File: src/rtl/irqc_pkg.sv
package irqc_pkg;

  typedef enum logic [1:0] {
    TRIG_LEVEL     = 2'd0,
    TRIG_RISE      = 2'd1,
    TRIG_FALL      = 2'd2,
    TRIG_LEVEL_ALT = 2'd3
  } trig_e;

  localparam logic [7:0] A_GCTL    = 8'h20;
  localparam logic [7:0] A_STAT_LO = 8'h80;
  localparam logic [7:0] A_STAT_HI = 8'h84;
  localparam logic [7:0] A_CUR     = 8'h88;

  localparam int CFG_EN_BIT   = 3;
  localparam int CFG_TRIG_LSB = 4;
  localparam int GCTL_ROT_BIT = 6;
  localparam int CUR_VLD_BIT  = 31;

endpackage

File: src/rtl/irqc_src_cell.sv
module irqc_src_cell
  import irqc_pkg::*;
(
  input  logic       clk,
  input  logic       rst_n,
  input  logic       src_i,
  input  logic       cfg_we_i,
  input  logic       cfg_en_i,
  input  logic [1:0] cfg_trig_i,
  input  logic       clr_i,
  output logic       en_o,
  output trig_e      trig_o,
  output logic       sta_o,
  output logic       pend_o
);

  logic  en_q, en_d;
  trig_e trig_q, trig_d;
  logic  smp_q;
  logic  sta_q, sta_d;
  logic  hit;
  logic  edge_mode;

  // configuration next state, enabled by the byte write strobe
  always_comb begin
    en_d   = en_q;
    trig_d = trig_q;
    if (cfg_we_i) begin
      en_d   = cfg_en_i;
      trig_d = trig_e'(cfg_trig_i);
    end
  end

  // status next state
  always_comb begin
    edge_mode = (trig_q == TRIG_RISE) || (trig_q == TRIG_FALL);
    case (trig_q)
      TRIG_RISE: hit = src_i & ~smp_q;
      TRIG_FALL: hit = ~src_i & smp_q;
      default:   hit = 1'b0;
    endcase
    if (edge_mode) sta_d = hit | (sta_q & ~clr_i);
    else           sta_d = src_i;
  end

  always_ff @(posedge clk or negedge rst_n) begin
    if (!rst_n) begin
      en_q   <= 1'b0;
      trig_q <= TRIG_LEVEL;
      smp_q  <= 1'b0;
      sta_q  <= 1'b0;
    end else begin
      en_q   <= en_d;
      trig_q <= trig_d;
      smp_q  <= src_i;
      sta_q  <= sta_d;
    end
  end

  assign en_o   = en_q;
  assign trig_o = trig_q;
  assign sta_o  = sta_q;
  assign pend_o = en_q & sta_q;

  // a selected transition is latched one edge later
  a_r3_rise_latch: assert property (@(posedge clk) disable iff (!rst_n)
    (trig_q == TRIG_RISE && src_i && !smp_q) |=> sta_q);
  a_r3_fall_latch: assert property (@(posedge clk) disable iff (!rst_n)
    (trig_q == TRIG_FALL && !src_i && smp_q) |=> sta_q);
  // write-one clear without a new edge empties the bit
  a_r4_w1c_clears: assert property (@(posedge clk) disable iff (!rst_n)
    (trig_q == TRIG_RISE && clr_i && !(src_i && !smp_q)) |=> !sta_q);
  // level status mirrors the sampled input
  a_r5_level_follow: assert property (@(posedge clk) disable iff (!rst_n)
    (trig_q == TRIG_LEVEL || trig_q == TRIG_LEVEL_ALT) |=> (sta_q == $past(src_i)));

endmodule

File: src/rtl/irqc_prio.sv
module irqc_prio #(
  parameter int N = 64
) (
  input  logic [N-1:0]         pend_i,
  input  logic [$clog2(N)-1:0] base_i,
  output logic                 vld_o,
  output logic [$clog2(N)-1:0] id_o
);

  localparam int IW = $clog2(N);
  localparam logic [IW:0] N_V = (IW+1)'(N);

  logic [2*N-1:0] dbl;
  logic [N-1:0]   rot;
  logic [IW-1:0]  off;
  logic [IW:0]    sum;

  always_comb begin
    dbl = {pend_i, pend_i} >> base_i;
    rot = dbl[N-1:0];
    off = '0;
    for (int k = N-1; k >= 0; k--) begin
      if (rot[k]) off = IW'(k);
    end
    sum = {1'b0, base_i} + {1'b0, off};
    if (sum >= N_V) sum = sum - N_V;
    vld_o = |rot;
    id_o  = vld_o ? sum[IW-1:0] : '0;
  end

endmodule

File: src/rtl/irq_ctrl.sv
module irq_ctrl
  import irqc_pkg::*;
#(
  parameter int NUM_SRC = 64
) (
  input  logic               clk,
  input  logic               rst_n,
  input  logic [NUM_SRC-1:0] src_i,
  input  logic               bus_wr_i,
  input  logic               bus_rd_i,
  input  logic [7:0]         bus_addr_i,
  input  logic [31:0]        bus_wdata_i,
  input  logic [3:0]         bus_be_i,
  output logic [31:0]        bus_rdata_o,
  output logic               irq_o
);

  localparam int IW   = $clog2(NUM_SRC);
  localparam int MAXS = 64;

  // reset: asynchronous assert, synchronous release
  logic [1:0] rs_q;
  logic       rst_sync_n;
  always_ff @(posedge clk or negedge rst_n) begin
    if (!rst_n) rs_q <= 2'b00;
    else        rs_q <= {rs_q[0], 1'b1};
  end
  assign rst_sync_n = rs_q[1];

  logic cfg_sel, cfg_wr, cur_read;
  assign cfg_sel  = (bus_addr_i[7:6] == 2'b01) && (bus_addr_i[1:0] == 2'b00);
  assign cfg_wr   = bus_wr_i && cfg_sel;
  assign cur_read = bus_rd_i && (bus_addr_i == A_CUR);

  logic [MAXS-1:0] sta_all, pend_all;
  logic [7:0]      cfg_rb [MAXS];

  for (genvar n = 0; n < MAXS; n++) begin : g_src
    if (n < NUM_SRC) begin : g_live
      localparam int         LANE = n % 4;
      localparam logic [3:0] WRD  = 4'(n / 4);
      localparam logic [7:0] SADR = (n < 32) ? A_STAT_LO : A_STAT_HI;
      localparam int         SB   = n % 32;
      logic       we, clr, en;
      logic [1:0] trig;
      assign we  = cfg_wr && (bus_addr_i[5:2] == WRD) && bus_be_i[LANE];
      assign clr = bus_wr_i && (bus_addr_i == SADR) && bus_be_i[SB/8] && bus_wdata_i[SB];
      irqc_src_cell u_cell (
        .clk        (clk),
        .rst_n      (rst_sync_n),
        .src_i      (src_i[n]),
        .cfg_we_i   (we),
        .cfg_en_i   (bus_wdata_i[8*LANE+CFG_EN_BIT]),
        .cfg_trig_i (bus_wdata_i[8*LANE+CFG_TRIG_LSB +: 2]),
        .clr_i      (clr),
        .en_o       (en),
        .trig_o     (trig),
        .sta_o      (sta_all[n]),
        .pend_o     (pend_all[n])
      );
      assign cfg_rb[n] = {2'b00, trig, en, 3'b000};
    end else begin : g_none
      assign sta_all[n]  = 1'b0;
      assign pend_all[n] = 1'b0;
      assign cfg_rb[n]   = 8'h00;
    end
  end

  // global control and rotation pointer
  logic          rot_q, rot_d;
  logic [IW-1:0] ptr_q, ptr_d, base;
  logic          cur_vld;
  logic [IW-1:0] cur_id;

  assign base = rot_q ? ptr_q : '0;

  irqc_prio #(.N(NUM_SRC)) u_prio (
    .pend_i (pend_all[NUM_SRC-1:0]),
    .base_i (base),
    .vld_o  (cur_vld),
    .id_o   (cur_id)
  );

  always_comb begin
    rot_d = rot_q;
    if (bus_wr_i && (bus_addr_i == A_GCTL) && bus_be_i[0])
      rot_d = bus_wdata_i[GCTL_ROT_BIT];
    ptr_d = ptr_q;
    if (cur_read && cur_vld && rot_q)
      ptr_d = (cur_id == IW'(NUM_SRC-1)) ? '0 : cur_id + 1'b1;
  end

  always_ff @(posedge clk or negedge rst_sync_n) begin
    if (!rst_sync_n) begin
      rot_q <= 1'b0;
      ptr_q <= '0;
    end else begin
      rot_q <= rot_d;
      ptr_q <= ptr_d;
    end
  end

  assign irq_o = |pend_all;

  // read path
  always_comb begin
    bus_rdata_o = '0;
    if (cfg_sel) begin
      bus_rdata_o = {cfg_rb[{bus_addr_i[5:2], 2'd3}], cfg_rb[{bus_addr_i[5:2], 2'd2}],
                     cfg_rb[{bus_addr_i[5:2], 2'd1}], cfg_rb[{bus_addr_i[5:2], 2'd0}]};
    end else begin
      case (bus_addr_i)
        A_GCTL:    bus_rdata_o[GCTL_ROT_BIT] = rot_q;
        A_STAT_LO: bus_rdata_o = sta_all[31:0];
        A_STAT_HI: bus_rdata_o = sta_all[63:32];
        A_CUR: begin
          bus_rdata_o[CUR_VLD_BIT] = cur_vld;
          bus_rdata_o[IW-1:0]      = cur_id;
        end
        default: ;
      endcase
    end
  end

  logic [NUM_SRC-1:0] below_mask;
  assign below_mask = ~({NUM_SRC{1'b1}} << cur_id);

  // merged line agrees with the selector's valid flag
  a_r6_irq_matches_valid: assert property (@(posedge clk) disable iff (!rst_sync_n)
    irq_o == cur_vld);
  // the reported source is really pending
  a_r6_cur_is_pending: assert property (@(posedge clk) disable iff (!rst_sync_n)
    cur_vld |-> pend_all[cur_id]);
  // fixed order leaves nothing pending below the winner
  a_r7_lowest_wins: assert property (@(posedge clk) disable iff (!rst_sync_n)
    (!rot_q && cur_vld) |-> ((pend_all[NUM_SRC-1:0] & below_mask) == '0));
  // with two or more stable pending sources a report moves the selection on
  a_r8_rotate_moves: assert property (@(posedge clk) disable iff (!rst_sync_n)
    (rot_q && cur_read && cur_vld && $countones(pend_all) > 1)
      |=> (pend_all != $past(pend_all) || !rot_q || cur_id != $past(cur_id)));

endmodule

File: config.mk
export PLATFORM = sky130hd
export DESIGN_NAME = irq_ctrl
export DESIGN_NICKNAME = d
export VERILOG_FILES = /design/src/rtl/irqc_pkg.sv /design/src/rtl/irqc_src_cell.sv /design/src/rtl/irqc_prio.sv /design/src/rtl/irq_ctrl.sv
export SDC_FILE = /design/constraint.sdc
export NUM_CORES = 1
export LEC_CHECK = 0
export BUFFER_PORTS_ARGS = -buffer_cell sky130_fd_sc_hd__buf_2
export CAP_MARGIN = 10
export CORE_AREA = 2 2 281 255
export CTS_BUF_LIST = sky130_fd_sc_hd__clkbuf_16
export DETAILED_ROUTE_END_ITERATION = 7
export DIE_AREA = 0 0 283 257
export HOLD_SLACK_MARGIN = 0.06
export PLACE_DENSITY = 0.51
export SYNTH_ARGS = -nofsm -noshare
export SYNTH_HDL_FRONTEND = slang
export SYNTH_SLANG_ARGS = --single-unit
File: constraint.sdc
create_clock -name clk -period 13.1 [get_ports clk]
set_input_delay 1.31 -clock clk [delete_from_list [all_inputs] [get_ports clk]]
set_output_delay 1.31 -clock clk [all_outputs]
set_load 0.01 [all_outputs]
==> Yosys cells after proc, flatten, opt, wreduce, memory -nomap -nowiden <==
Index checks and enable logic that the tools add are counted.
{ "classes": {"addsub": 3, "order_cmp": 5, "n_eq_ne": 149, "n_shift": 1, "muxes": 213, "bitwise": 516, "reduce_logical": 229} }
{ "op_table": {"columns": ["cell", "n"], "rows": [
  ["$mux 6", 68],
  ["$and 1x1->1", 256],
  ["$bmux 8 s6", 4],
  ["$not 1->1", 192],
  ["$logic_and 1x1->1", 161],
  ["$eq 2x1->1 const B", 65],
  ["$eq 2x2->1 const B", 64],
  ["$pmux 1 s2", 64],
  ["$reduce_or 64->1", 2],
  ["$shr 128x6->64", 1],
  ["$logic_or 1x1->1", 64],
  ["$mux 1", 64],
  ["$mux 8", 8],
  ["$or 1x1->1", 64],
  ["$pmux 24 s2", 1],
  ["$ge 7x7->1 const B", 5],
  ["$eq 4x4->1 const B", 8],
  ["$mux 32", 1],
  ["$not 6->7", 4],
  ["$eq 8x8->1 const B", 3],
  ["$pmux 6 s3", 1],
  ["$eq 4x3->1 const B", 4],
  ["$eq 4x2->1 const B", 2],
  ["$eq 8x6->1 const B", 1],
  ["8 further kinds", 9]
]} }
{ "totals": {"regBits": 329, "input_bits": 112, "out_inout_bits": 33, "word_cells": 1375} }

==> Logic depth before layout (Yosys ltp) <==
Gate-level depths: netlist (run 1).
{ "depth": {"word_depth": 72, "ltp_mapped": 27, "mapped_depth_nobuf": 23} }

==> Cells and area by module <==
A second synthesis (run 1) with hierarchy kept.
{ "hier_totals": {"hier_cells": 2538, "area_unflattened_um2": 26122.6} }
{ "by_module_without_submodules": {"columns": ["mod", "n_inst", "cells_each", "area_each_um2", "seq_area_each_um2"], "rows": [
  ["irqc_src_cell", 64, 21, 227.7, 125.1],
  ["irqc_prio", 1, 732, 7780.0, 0.0],
  ["irq_ctrl", 1, 462, 3768.6, 225.2]
]} }

==> Least setup slack after synthesis (run 1) <==
OpenSTA, ideal clock, no wires.
{ "synth_timing": {"path_kind": "flip-flop to output port", "from": "reg rot_q", "to": "out bus_rdata_o[4]", "arrival_time_ns": 4.903, "t_required_ns": 11.790, "slack_ns": 6.887, "stages_incl_launch_ff": 24, "n_path_buf": 3, "cell_sequence": "dfrtp_1 > buf_6 > nand2_2 > buf_6 > buf_4 > mux4_2 > mux2_2 > mux4_2 > a21o_1 > o21ai_0 > a31oi_1 > or3_1 > a211oi_1 > o211ai_1 > nand3_1 > ha_1 > inv_1 > fa_1 > inv_1 > a21o_1 > a21oi_1 > xnor2_1 > inv_1 > o21ai_0"} }
{ "synth_between": {"elab_chain_cells": 72, "elab_cells_between_ends": 74, "classes_between": "2 x add/sub; 1 x order compare; 1 x shift; 69 x mux; 1 x reduce/logical"} }
{ "synth_rtl": {"columns": ["item", "line_no", "source"], "rows": [
  ["start, declared", "irq_ctrl.sv:70", "logic rot_q, rot_d;"],
  ["start signal, assigned", "irq_ctrl.sv:98", "rot_q <= rot_d;"],
  ["$mux 6 (*)", "irq_ctrl.sv:75", "assign base = rot_q ? ptr_q : '0;"],
  ["$shr 128x6->64", "irqc_prio.sv:19", "dbl = {pend_i, pend_i} >> base_i;"],
  ["$mux 6 (64 in series)", "irqc_prio.sv:23", "if (rot[k]) off = IW'(k);"],
  ["$add 6x6->7", "irqc_prio.sv:25", "sum = {1'b0, base_i} + {1'b0, off};"],
  ["$sub 6x1->6 or $ge 7x7->1 (tied branches)", "irqc_prio.sv:26", "if (sum >= N_V) sum = sum - N_V;"],
  ["$mux 6", "irqc_prio.sv:26", null],
  ["$mux 6 (*)", "irqc_prio.sv:28", "id_o = vld_o ? sum[IW-1:0] : '0;"],
  ["$pmux 6 s3 (*)", "irq_ctrl.sv:112", "case (bus_addr_i)"],
  ["$mux 32 (*)", "irq_ctrl.sv:108", "if (cfg_sel) begin"],
  ["end, declared", "irq_ctrl.sv:14", "output logic [31:0] bus_rdata_o,"]
]} }
Every way passes the cells marked *; elsewhere a longest branch is shown, timed or not.

==> Worst setup path in the final report (run 1) <==
{ "layout_timing": {"from": "reg rot_q", "to": "out bus_rdata_o[5]"} }
Same word-level chain as after synthesis.

==> flow_metrics.tcl, run 1 <==
set metrics [dict create \
    status "finished, final reports clean" \
    rsz0062_at_grt "no" \
    dpl_cell_area_sq_mm 0.0257 \
    worst_pin_slew_ns 1.12 \
    switchingPower_mw 0.688 \
    cts_max_level 2 \
    max_cap_violations 0 \
    p_seq_share_pct 45.5 \
    wl_um 87300 \
    maxSlewViolCount 0 \
    synthCells 2199 \
    grt_pass1_vias 19200 \
    cp_slowest_stage_delay_ns 0.78 \
    grt_pass1_wl_um 129000 \
    clockRootBuffer "clkbuf_16" \
    final_util_pct 38.6 \
    p_per_area_mw_per_mm2 90.4 \
    n_fill_cell 6745 \
    vias 19200 \
    first_iter_violations 1973 \
    finalNonFillerCells 3250 \
    die_y_um 257 \
    synth_area_leaders "dfrtp_1 34%, mux4_2 18%, mux2_2 12%" \
    area_growth_pct 10.9 \
    hpwl_um 67300 \
    gp_congestion 0.989 \
    insertion_delay_ns 0.56 \
    peakVddDrop_v 0.0000891 \
    clock_skew_ns 0.0199 \
    dp_cells 3178 \
    hold_ws_ns 0.350 \
    row_count 92 \
    crit_type "register to output pin" \
    seq_area_frac_synth_pct 33.9 \
    cp-start-kind "register" \
    wl_per_cell_um 26.9 \
    hold_violations 0 \
    pre_cts_ws_ns 5.35 \
    avgSynthCellArea_sq_um 11.0 \
    drive_gt1_share_pct 30.3 \
    worst_slack_ns 4.68 \
    dr.pass1.iters 5 \
    maxSlewHeadroom_pct 25.1 \
    grt_max_degree 74 \
    fin_crit_sh_pct 64.2 \
    clk_transition_reported_paths_ns 0.06 \
    nets 2526 \
    cts_resized 0 \
    boundaryPins 145 \
    p_total_mw 2.43 \
    synth_edf_count 0 \
    synth_cell_types 82 \
    ys_async_sr_fraction_pct 100 \
    syn-cell-area_sq_mm 0.0243 \
    coreArea_sq_mm 0.0696 \
    synth_top_area_cell "dfrtp_1" \
    port_buffers 144 \
    period_needed_ns 8.42 \
    grt-ovfl-total 0 \
    post-route-drc-count 0 \
    ys.warnings.count 0 \
    timing.fmax_ghz 0.119 \
    finalSetupTns_ns 0 \
    p_comb_share_pct 12.4 \
    crit_path_end_kind "output pin" \
    cts_setup_buffers 0 \
    crit_slowest_cell "buf_4" \
    synthFlopType "dfrtp_1" \
    cts_hold_buf 0 \
    start_util_pct 34.8 \
    fp.dieW_um 283 \
    ant_nets 0 \
    synth_top_area_share_pct 33.9 \
    pwr-share-clk_pct 42.1 \
    crit_top_cell "o21ai_0" \
    die_area_sq_mm 0.0727 \
    cts_buffers 39 \
    synth_nets 2446 \
    antenna_found_initial 5 \
    path_cells "nand2_4, buf_4, inv_1, buf_4, mux2i_1, mux4_2, or3_1, a211oi_1, o21ai_0, a311oi_1, o21ai_0, nand3_1, a211o_1, ha_1, a21o_1, a21oi_1, o21bai_1, a21oi_1, xnor2_1, xnor2_1, o21ai_0, buf_2" \
    cts_buffer_depth 3 \
    synth_seq_cells 329 \
    clock_sinks 329 \
    required_ns 11.79 \
    cp_max_fo 63 \
    p_int_mw 1.74 \
    fin_area_sq_mm 0.0269 \
    grtUsageTotal_pct 23.7 \
    switching_share_pct 28.3 \
    via_per_inst 5.91 \
    final-setup-viol-count 0 \
    cp_data_arrival_time_ns 7.11 \
    hp-class "register to register" \
    cts_tree "built" \
    leakage_nw 11.9 \
]
[flip-flops by register name, indices dropped and copies added, names as in the netlist]
register                    flops
g_src.g_live.u_cell.sta_o      64
g_src.g_live.u_cell.en_o       64
rot_q                           1
rs_q                            2
g_src.g_live.u_cell.smp_q      64
ptr_q                           6
g_src.g_live.u_cell.trig_o    128
[critical path, delay by kind of cell (launching register included)]
family | cells | cell delay, ns
compound gates | 10 | 2.02
buf+inv | 4 | 1.37
simple gates | 3 | 1.01
mux | 2 | 0.82
flops | 1 | 0.56
xor+xnor | 2 | 0.46
fa+ha+maj | 1 | 0.25
[cells in the final DEF (no fill, tap or decap), drive strengths merged, types with 10 or more instances in the layout]
master  count
a22oi      14
nor2       68
nor2b      12
a32oi      62
inv       270
buf       164
a21oi      86
mux4      199
nand3      24
mux2i      78
or3        13
a22o       20
o21ai      25
nand2b     11
and3       14
nor3b      10
ha        134
clkbuf     39
nor3       34
nand2     248
o22ai      68
dfrtp     329
mux2      260
clkinv     22
[logic make-up after synthesis]
logic type / count (synthesis) / share of synthesized area, %
fa+ha+maj: 135 / 6.99
mux: 537 / 33.8
other cells: 1 / 0.0155
buf+inv: 389 / 6.61
flops: 329 / 33.9
compound gates: 336 / 9.73
xor+xnor: 8 / 0.289
simple gates: 464 / 8.67
[final timing paths]
path / slack [ns] / startpoint / depth (start not counted) / end
setup / recovery: 4.68 / rot_q$_DFFE_PN0P_ / 22 / bus_rdata_o[5]
hold / removal: 0.35 / rs_q[0]$_DFF_PN0_ / 0 / rs_q[1]$_DFF_PN0_
setup reg to reg: 6.30 / rot_q$_DFFE_PN0P_ / 22 / ptr_q[5]$_DFFE_PN0P_
hold reg to reg: 0.35 / rs_q[0]$_DFF_PN0_ / 0 / rs_q[1]$_DFF_PN0_
max in group asynchronous: 10.18 / rs_q[1]$_DFF_PN0_ / 2 / g_src[53].g_live.u_cell.smp_q$_DFF_PN0_
min in group asynchronous: 0.47 / rs_q[1]$_DFF_PN0_ / 0 / g_src[22].g_live.u_cell.smp_q$_DFF_PN0_
[cells in the mapped netlist (24+ instances only)]
cell type,n
dfrtp_1,329
inv_1,259
mux2_2,255
nand2_1,247
mux4_2,199
ha_1,134
a21oi_1,86
mux2i_1,78
clkbuf_1,70
nor2_1,68
o22ai_1,67
a32oi_1,62
nor3_1,34
o21ai_0,25
nand3_1,24
[power by group through the flow]
stage                     logic (mW)  clock network, mW  registers, mW
after floorplan                0.190                  0           1.11
after global placement         0.294                  0           1.12
after detailed placement       0.299                  0           1.12
after CTS                      0.301               1.05           1.11
after global routing           0.329               1.09           1.11
final                          0.302               1.02           1.11
[metal layers]
layer | vias to the layer above | global-route usage, % | part of all wire [%]
li1 | 8284 | - | -
met1 | 9870 | 32.7 | 42
met2 | 891 | 38.4 | 47
met3 | 146 | 4.74 | 8.4
met4 | 2 | 5.60 | 2.1
met5 | - | 0 | 0.014
[cell type report]
type                            count  area [sq um]  area share [%]
Multi-Input combinational cell   1481         14500            53.7
Sequential cell                   329          8240            30.6
Tap cell                          940          1180            4.37
Inverter                          264           993            3.69
Clock buffer                       39           976            3.63
Timing Repair Buffer              164           873            3.25
Clock inverter                     30           184           0.684
Antenna cell                        3          7.51          0.0279
(Power assumes the default switching activity.)
==> run 2: changes to the inputs <==
- PLACE_DENSITY: 0.51 -> 0.53
- clock period: 13.1 -> 7.1 ns (I/O delays scaled with it)
==> flow_metrics.tcl, run 2 (same netlist as run 1, synthesis figures left out) <==
set metrics [dict create \
    wl_met3_um 6670 \
    hp-class "primary input to register" \
    post-route-drc-count 0 \
    via_per_inst 5.91 \
    gp_congestion 0.968 \
    max_cap_violations 0 \
    ant_nets 0 \
    crit_type "register to output pin" \
    highest_layer "met4" \
    worst_pin_slew_ns 1.05 \
    cts_buffer_depth 3 \
    path_cells "nand2_8, buf_4, mux4_2, mux2_2, mux4_2, a2111oi_1, a311oi_1, a211oi_1, a31o_2, o21ai_0, nand3_1, ha_1, inv_1, fa_1, inv_1, a21o_1, a21oi_1, xnor2_1, inv_1, o21ai_0, buf_2" \
    hp-start "src_i[25]" \
    maxSlewViolCount 0 \
    wl_met2_um 42000 \
    grt_max_degree 159 \
    leakage_nw 12.0 \
    cts_tree "built" \
    drive_gt1_share_pct 30.7 \
    die_area_sq_mm 0.0727 \
    crit_top_cell "inv_1" \
    cp_max_fo 16 \
    crit_path_end_kind "output pin" \
    p_per_area_mw_per_mm2 165 \
    nets 2539 \
    die_y_um 257 \
    grtUsageTotal_pct 24.4 \
    grt-ovfl-total 0 \
    finalSetupTns_ns 0 \
    final-setup-viol-count 0 \
    cp-start-kind "register" \
    grt_pass1_wl_um 132000 \
    r2r_start "rot_q$_DFFE_PN0P_" \
    crit_slowest_cell "mux4_2" \
    port_buffers 144 \
    hold_violations 0 \
    clockRootBuffer "clkbuf_16" \
    maxSlewHeadroom_pct 29.9 \
    cts_max_level 2 \
    grt_pass1_vias 19500 \
    clock_skew_ns 0.0220 \
    cp-startpoint "rot_q$_DFFE_PN0P_" \
    hpwl_um 70300 \
    worst_slack_ns 0.322 \
    vias 19300 \
    dr.pass1.iters 5 \
    n_fill_cell 6718 \
    required_ns 6.39 \
    period_needed_ns 6.78 \
    insertion_delay_ns 0.57 \
    fin_crit_sh_pct 95.5 \
    p_total_mw 4.48 \
    antenna_found_initial 2 \
    final_cell_mix "327 x dfrtp_1, 271 x inv_1, 255 x mux2_2, 243 x nand2_1, 199 x mux4_2" \
    rsz0062_at_grt "no" \
    timing.fmax_ghz 0.148 \
    peakVddDrop_v 0.000144 \
    layout_commonest_cell "dfrtp_1" \
    wl_met1_um 39300 \
    num_antenna_cells 0 \
    largest_register_ffs 128 \
    boundaryPins 145 \
    cp_slowest_stage_delay_ns 0.63 \
    coreArea_sq_mm 0.0696 \
    cts_buffers 39 \
    wl_um 89900 \
    pre_cts_ws_ns 0.743 \
    area_growth_pct 11.7 \
    cp_data_arrival_time_ns 6.07 \
    wl_per_cell_um 27.6 \
    first_iter_violations 1779 \
    clock_sinks 329 \
    clk_transition_reported_paths_ns 0.07 \
    fp.dieW_um 283 \
    status "finished, final reports clean" \
    start_util_pct 34.8 \
    row_count 92 \
]
run 2: cell types whose count changed in the layout (fill, tap and decap cells not counted), sizes merged:
cell         before  now
buf             164  176
clkinv           22   15
diode             3    0
dlygate4sd3       0    1
inv             270  277
run 2: per-layer routing:
metal | vias up | global-route usage, %
met1 | 10100 | 33.6
met5 | - | 0
met4 | 0 | 5.32
met2 | 774 | 39.6
li1 | 8285 | -
met3 | 132 | 5.06
run 2: repair_timing:
action,CTS,global route
gates resized for setup,0,9
buffers inserted,0,5
endpoints found under the setup margin,0,3
hold endpoints to repair,2,0
hold buffers,1,0
run 2: critical path: cells and delay by family (launching register included):
family	cells	cell delay [ns]
buffers and inverters	5	0.65
xor gates and xnor gates	1	0.28
DFF	1	0.48
muxes	3	1.50
AOI/OAI and AO/OA	8	1.61
and+or+nand+nor	2	0.34
adders and majority gates	2	0.64
run 2: per-stage QoR:
stage               instances  utilization, %  hold slack [ns]  area, sq um
floorplan                2199               -            0.331        24300
global placement         3185            37.1            0.335        25900
detailed placement       3185            37.1            0.339        25900
CTS                      3255            38.8            0.226        27000
global route             3260            38.9            0.235        27100
finish                   3260            38.9            0.252        27100
run 2: final timing paths:
kind	to	slack, ns	depth (start not counted)
setup / recovery	bus_rdata_o[4]	0.32	21
hold / removal	g_src[25].g_live.u_cell.smp_q$_DFF_PN0_	0.25	1
setup reg to reg	ptr_q[3]$_DFFE_PN0P_	1.22	19
hold reg to reg	rs_q[1]$_DFF_PN0_	0.35	0
max in group asynchronous	rot_q$_DFFE_PN0P_	5.21	1
min in group asynchronous	rs_q[1]$_DFF_PN0_	0.44	2
run 2: cell type report:
type                            count  area (sq um)  share of cell area (%)
Multi-Input combinational cell   1481         14500                    53.4
Sequential cell                   329          8240                    30.4
Tap cell                          940          1180                    4.34
Timing Repair Buffer              177          1060                    3.91
Inverter                          264           996                    3.67
Clock buffer                       39           976                    3.60
Clock inverter                     30           174                   0.642
run 2: report_power, final:
part           switching (mW)  leakage (nW)  internal (mW)  total (mW)
Sequential             0.0858          4.28           1.95        2.04
Clock                   0.835         0.614           1.04        1.87
Combinational           0.341          7.15          0.226       0.567
Total                    1.26          12.0           3.21        4.48
